[config.mk]
export PLATFORM = sky130hd
export DESIGN_NAME = bkm_mirror_seq
export DESIGN_NICKNAME = d
export VERILOG_FILES = /design/src/rtl/bkm_pkg.sv /design/src/rtl/bkm_bank.sv /design/src/rtl/bkm_timer.sv /design/src/rtl/bkm_mirror_seq.sv
export SDC_FILE = /design/constraint.sdc
export NUM_CORES = 1
export LEC_CHECK = 0
export BUFFER_PORTS_ARGS = -buffer_cell sky130_fd_sc_hd__buf_4
export CAP_MARGIN = 10
export CORE_UTILIZATION = 30
export DETAILED_ROUTE_END_ITERATION = 7
export PLACE_DENSITY = 0.43
export REMOVE_ABC_BUFFERS = 1
export SYNTH_ARGS = -nofsm -noshare
export SYNTH_HDL_FRONTEND = slang
export SYNTH_SLANG_ARGS = --single-unit
[constraint.sdc]
create_clock -name clk -period 2.6 [get_ports clk]
set_clock_uncertainty 0.2 [all_clocks]
set_input_delay 0.26 -clock clk [delete_from_list [all_inputs] [get_ports clk]]
set_output_delay 0.26 -clock clk [all_outputs]
set_load 0.1 [all_outputs]
[src/rtl/bkm_pkg.sv]
package bkm_pkg;
  localparam int NREG      = 8;
  localparam int IDXW      = 3;
  localparam int STALE_LSB = 16;
  localparam int NEW_LSB   = 8;
  localparam int FORCE_IDX = 1;

  typedef logic [NREG-1:0] mask_t;

  // lowest set bit of a mask; zero when the mask is empty
  function automatic logic [IDXW-1:0] first_stale(mask_t m);
    logic [IDXW-1:0] r;
    r = '0;
    for (int i = NREG - 1; i >= 0; i--)
      if (m[i]) r = IDXW'(i);
    return r;
  endfunction

  function automatic logic [31:0] pack_status(mask_t stale, mask_t fresh);
    logic [31:0] s;
    s = '0;
    s[STALE_LSB +: NREG] = stale;
    s[NEW_LSB +: NREG]   = fresh;
    return s;
  endfunction
endpackage

[src/rtl/bkm_bank.sv]
module bkm_bank
  import bkm_pkg::*;
#(
  parameter int DW = 32
) (
  input  logic            clk,
  input  logic            rst_n,
  input  logic            wr_en,
  input  logic [IDXW-1:0] wr_idx,
  input  logic [DW-1:0]   wr_data,
  input  logic            cp_en,
  input  logic [IDXW-1:0] cp_idx,
  input  logic [IDXW-1:0] rd_idx,
  output logic [DW-1:0]   shadow_q,
  output logic [DW-1:0]   backup_q
);
  logic [DW-1:0] shd [NREG];
  logic [DW-1:0] bku [NREG];

  for (genvar g = 0; g < NREG; g++) begin : g_word
    wire wsel = wr_en && (wr_idx == IDXW'(g));
    wire csel = cp_en && (cp_idx == IDXW'(g));

    always_ff @(posedge clk or negedge rst_n) begin
      if (!rst_n) begin
        shd[g] <= '0;
        bku[g] <= '0;
      end else begin
        if (wsel) shd[g] <= wr_data;
        if (csel) bku[g] <= shd[g];
      end
    end
  end

  assign shadow_q = shd[rd_idx];
  assign backup_q = bku[rd_idx];
endmodule

[src/rtl/bkm_timer.sv]
module bkm_timer #(
  parameter int TICKS = 4
) (
  input  logic clk,
  input  logic rst_n,
  input  logic start,
  input  logic restart,
  input  logic tick,
  output logic busy,
  output logic done
);
  localparam int CW = $clog2(TICKS + 1);
  localparam logic [CW-1:0] LAST = CW'(TICKS - 1);

  logic [CW-1:0] cnt;

  assign done = busy && tick && !restart && (cnt == LAST);

  always_ff @(posedge clk or negedge rst_n) begin
    if (!rst_n) begin
      busy <= 1'b0;
      cnt  <= '0;
    end else if (start) begin
      busy <= 1'b1;
      cnt  <= '0;
    end else if (busy) begin
      if (restart)   cnt <= '0;
      else if (done) busy <= 1'b0;
      else if (tick) cnt <= cnt + 1'b1;
    end
  end


  cnt_window_chk: assert property (@(posedge clk) disable iff (!rst_n)
    busy |-> (cnt <= LAST));


  restart_zero_chk: assert property (@(posedge clk) disable iff (!rst_n)
    (busy && restart) |=> (busy && cnt == '0));
endmodule

[src/rtl/bkm_mirror_seq.sv]
module bkm_mirror_seq
  import bkm_pkg::*;
#(
  parameter int DW         = 32,
  parameter int XFER_TICKS = 4
) (
  input  logic          clk,
  input  logic          rst_n,
  input  logic          wr_en,
  input  logic [2:0]    wr_idx,
  input  logic [DW-1:0] wr_data,
  input  logic          slow_tick,
  input  logic          stat_rd,
  input  logic [2:0]    rd_idx,
  output logic [31:0]   status,
  output logic [DW-1:0] shadow_q,
  output logic [DW-1:0] backup_q
);
  localparam int FORCE_BIT = DW - 1;

  mask_t           stale_q, fresh_q;
  logic [IDXW-1:0] cur_idx;
  logic            busy, done, start, hit_cur, force_all;
  mask_t           commit_vec;

  assign start     = !busy && (|stale_q);
  assign hit_cur   = wr_en && busy && (wr_idx == cur_idx);
  assign force_all = wr_en && (wr_idx == IDXW'(FORCE_IDX)) && wr_data[FORCE_BIT];
  assign commit_vec = done ? (mask_t'(1) << cur_idx) : '0;

  bkm_timer #(.TICKS(XFER_TICKS)) u_timer (
    .clk(clk), .rst_n(rst_n), .start(start), .restart(hit_cur),
    .tick(slow_tick), .busy(busy), .done(done)
  );

  bkm_bank #(.DW(DW)) u_bank (
    .clk(clk), .rst_n(rst_n), .wr_en(wr_en), .wr_idx(wr_idx),
    .wr_data(wr_data), .cp_en(done), .cp_idx(cur_idx), .rd_idx(rd_idx),
    .shadow_q(shadow_q), .backup_q(backup_q)
  );

  always_ff @(posedge clk or negedge rst_n) begin
    if (!rst_n) cur_idx <= '0;
    else if (start) cur_idx <= first_stale(stale_q);
  end

  always_ff @(posedge clk or negedge rst_n) begin
    if (!rst_n) begin
      stale_q <= '0;
    end else begin
      mask_t nxt;
      nxt = stale_q & ~commit_vec;
      if (wr_en) nxt[wr_idx] = 1'b1;
      if (force_all) nxt = '1;
      stale_q <= nxt;
    end
  end

  always_ff @(posedge clk or negedge rst_n) begin
    if (!rst_n) fresh_q <= '0;
    else fresh_q <= (stat_rd ? '0 : fresh_q) | commit_vec;
  end

  assign status = pack_status(stale_q, fresh_q);


  wr_marks_stale_chk: assert property (@(posedge clk) disable iff (!rst_n)
    wr_en |=> stale_q[$past(wr_idx)]);


  single_commit_chk: assert property (@(posedge clk) disable iff (!rst_n)
    $onehot0(commit_vec) && ((commit_vec & ~stale_q) == '0));


  commit_flags_chk: assert property (@(posedge clk) disable iff (!rst_n)
    (done && !wr_en) |=> (!stale_q[$past(cur_idx)] && fresh_q[$past(cur_idx)]));


  restart_keeps_stale_chk: assert property (@(posedge clk) disable iff (!rst_n)
    hit_cur |=> (busy && stale_q[$past(cur_idx)]));


  force_all_chk: assert property (@(posedge clk) disable iff (!rst_n)
    force_all |=> (stale_q == '1));


  read_clears_chk: assert property (@(posedge clk) disable iff (!rst_n)
    (stat_rd && !done) |=> (fresh_q == '0));


  idle_tick_chk: assert property (@(posedge clk) disable iff (!rst_n)
    (!busy && stale_q == '0 && !wr_en) |=> (stale_q == '0 && !busy));
endmodule

==> results.md <==
- Die Ht: around 290 µm
- Root Driver: clkbuf_16
- Share of cells above drive strength 1: 0.519
- Std-Cell Rows: between 100 and 150
- Worst setup SP type: flop
- Main area contributors after synthesis: dfrtp_1 55%, mux2_2 23%, mux4_2 12%
- Synth unique cells: 45
- Mean routed wirelength per cell: between 20 and 25 µm
- Tcrit/Tclk final: 0.973
- Status: complete, no violations
- Final setup vio count: 0
- Max IR drop VDD: around 0.47 mV
- HPWL after detailed placement: between 40,000 and 50,000 µm
- Core ar.: a little under 80,000 µm²
- Max-cap violations: 0
- Post_cts resized: 0
- Max Freq: a little under 0.4 GHz
- Synth cell count leaders: 535 x dfrtp_1, 484 x mux2_2, 195 x nand2_1
- Top Ports: ~140
- DIE AREA: approximately 82,000 µm²
- Post-synth top area share: 0.555
- Syn Std Cell Area: about 24,000 µm²
- Arr. time, crit path: between 2000 and 2500 ps
- Via count: 14,100
- Worst min-delay path class: in -> async
- Overflow after GRT: 0
- First drt pass iteration count: 5
- Initial antenna violation count: 3
- Residual DRC count: 0
- Max-slew violation count: 0
- Place WS: around 200 ps
- Cells after Synth: 1,574
- Number of global-route vias before repair: around 15,000
- Port buffer count: ~120
- Final WS setup: between 60 and 70 ps
- Crit path capture type: output port
- Min Hold Slack: 20.7 ps
- Hold bufs inserted after CTS: 39
- # clock sinks: ~540
- CTS H-tree depth: 3
- Synth warn: 0
- Clock slew at reported path FFs: 50 ps
- Power density cells: 941 nW/µm²
- P&R area growth vs syn: 22.1%
- Fill cell count: roughly 7,500
- Buffer depth of the longest clock path: 3
- Least-Margin Pin Slew: 528 ps
- Max_slew headroom: 0.648
- ANT nets after route: 0
- Post-route minimum period: roughly 2500 ps
- Clock Latency Late Sink: between 500 and 600 ps
- CP required: around 2100 ps
- Total CTS buffers: 66
- Pin count of the biggest net entering global routing: 72
- Gr usage total: 0.173
- Final core occ: 0.372
- Final hold vios: 0
- N_diodes: 0
- Vias per cell: roughly 4.9
- RSZ-0062 raised after global routing: no
- Routed WL: ~69,000 µm
- Starting Density: 0.304
- Sequential area share after synthesis: 0.555
- Max FO, Critical Path: 3
- WS Path Type: reg -> out
- Area leader, netlist: dfrtp_1
- Iteration-0 DRC count of the detailed router: around 760
- Seq cells post-synth: around 540
- Routability congestion estimate: 0.727
- Die X: 286 µm
- Dominant synthesized flop cell: dfrtp_1
- CTS tree: built
- Final #Nets: ~1,800
- Post-Syn Area per Cell: ~15 µm²
- Post-synth EDFFs: 0
- Post-CTS setup buffer count: 0
- P_leak: about 14 nW
- First-pass GRT wire length: between 100,000 and 150,000 µm
- Most common cell in the netlist: dfrtp_1
- Post-synthesis async set-or-reset flop share: 1.00
[worst paths after layout]
check | start | to | slack, ps | cells past startpoint
max in group asynchronous | rst_n | u_bank.shd[78] | 1240 | 4
max reg2reg | u_timer.cnt[0] | u_bank.bku[206] | 230 | 7
min in group clk | stat_rd | fresh_q[7] | 280 | 3
min | rst_n | fresh_q[3] | 20 | 2
max | u_bank.shd[29] | shadow_q[29] | 70 | 3
min reg2reg | u_bank.shd[42] | u_bank.shd[42] | 290 | 2
[worst max-delay path, cell delays in order, from the launching register on]
cell,delay [ps]
dfrtp_1,390
mux4_2,490
mux2_2,350
buf_4,250
[sequential cells by signal, indices dropped and copies added (netlist names)]
name	cells
stale_q	8
u_timer.busy	1
u_timer.cnt	3
u_bank.shd	256
u_bank.bku	256
fresh_q	8
cur_idx	3
[cells by family (layout without fill, tap and decap cells)]
group                      after synthesis  after routing  synth area share
muxes                                  642            642             0.364
DFF                                    535            535             0.555
and+or+nand+nor                        236            236            0.0424
buffers and inverters                  127            363            0.0277
AOI/OAI and AO/OA                       27             27           0.00825
xor gates and xnor gates                 4              4           0.00176
adders and majority gates                2              2           0.00104
other                                    1             16          0.000155
[layout make-up]
cell class	count	area, µm²	share of cell area
Sequential cell	535	13400	0.455
Multi-Input combinational cell	927	10100	0.344
Timing Repair Buffer	238	2470	0.0837
Clock buffer	104	2020	0.0686
Tap cell	1050	1310	0.0446
Clock inverter	8	71.3	0.00242
Inverter	13	48.8	0.00166
[cell usage in the layout, fill, tap and decap left out, types with 3 or more instances in the layout]
cell	netlist	routed
buf_12	3	45
inv_1	13	11
clkbuf_8	0	12
dlygate4sd3_1	0	39
mux2_2	484	484
clkbuf_1	36	21
clkbuf_16	0	71
mux2_4	28	28
nor2_1	12	12
conb_1	1	16
dfrtp_1	535	535
nand4b_1	3	3
mux4_2	128	128
nand3_2	7	7
buf_4	18	151
a21oi_1	3	3
xnor2_1	3	3
clkinv_2	0	5
o21ai_0	8	8
nor3_1	3	3
a221o_1	4	4
nand2_1	195	195
[stage by stage]
step                      instances  area, µm²  total power, mW  setup TNS, ps
after floorplan                1475      23600             16.8         -10170
after global placement         2724      27000             18.8              0
after detailed placement       2724      27000             19.0              0
after CTS                      2875      29500             28.1              0
after global routing           2875      29500             29.1              0
final                          2875      29500             27.7              0
[report_power, final]
part	total [mW]	internal, mW	switching (mW)
Clock	8.94	5.40	3.53
Sequential	11.5	10.3	1.29
Combinational	7.23	3.15	4.08
Total	27.7	18.8	8.91
[routing by layer]
layer	up-vias	share of wire	track usage
li1	6139	-	-
met3	73	0.031	0.0238
met4	6	0.015	0.0421
met5	-	0.00051	0
met2	237	0.46	0.270
met1	7668	0.49	0.253
No activity file was read; power rests on OpenSTA's default activity.
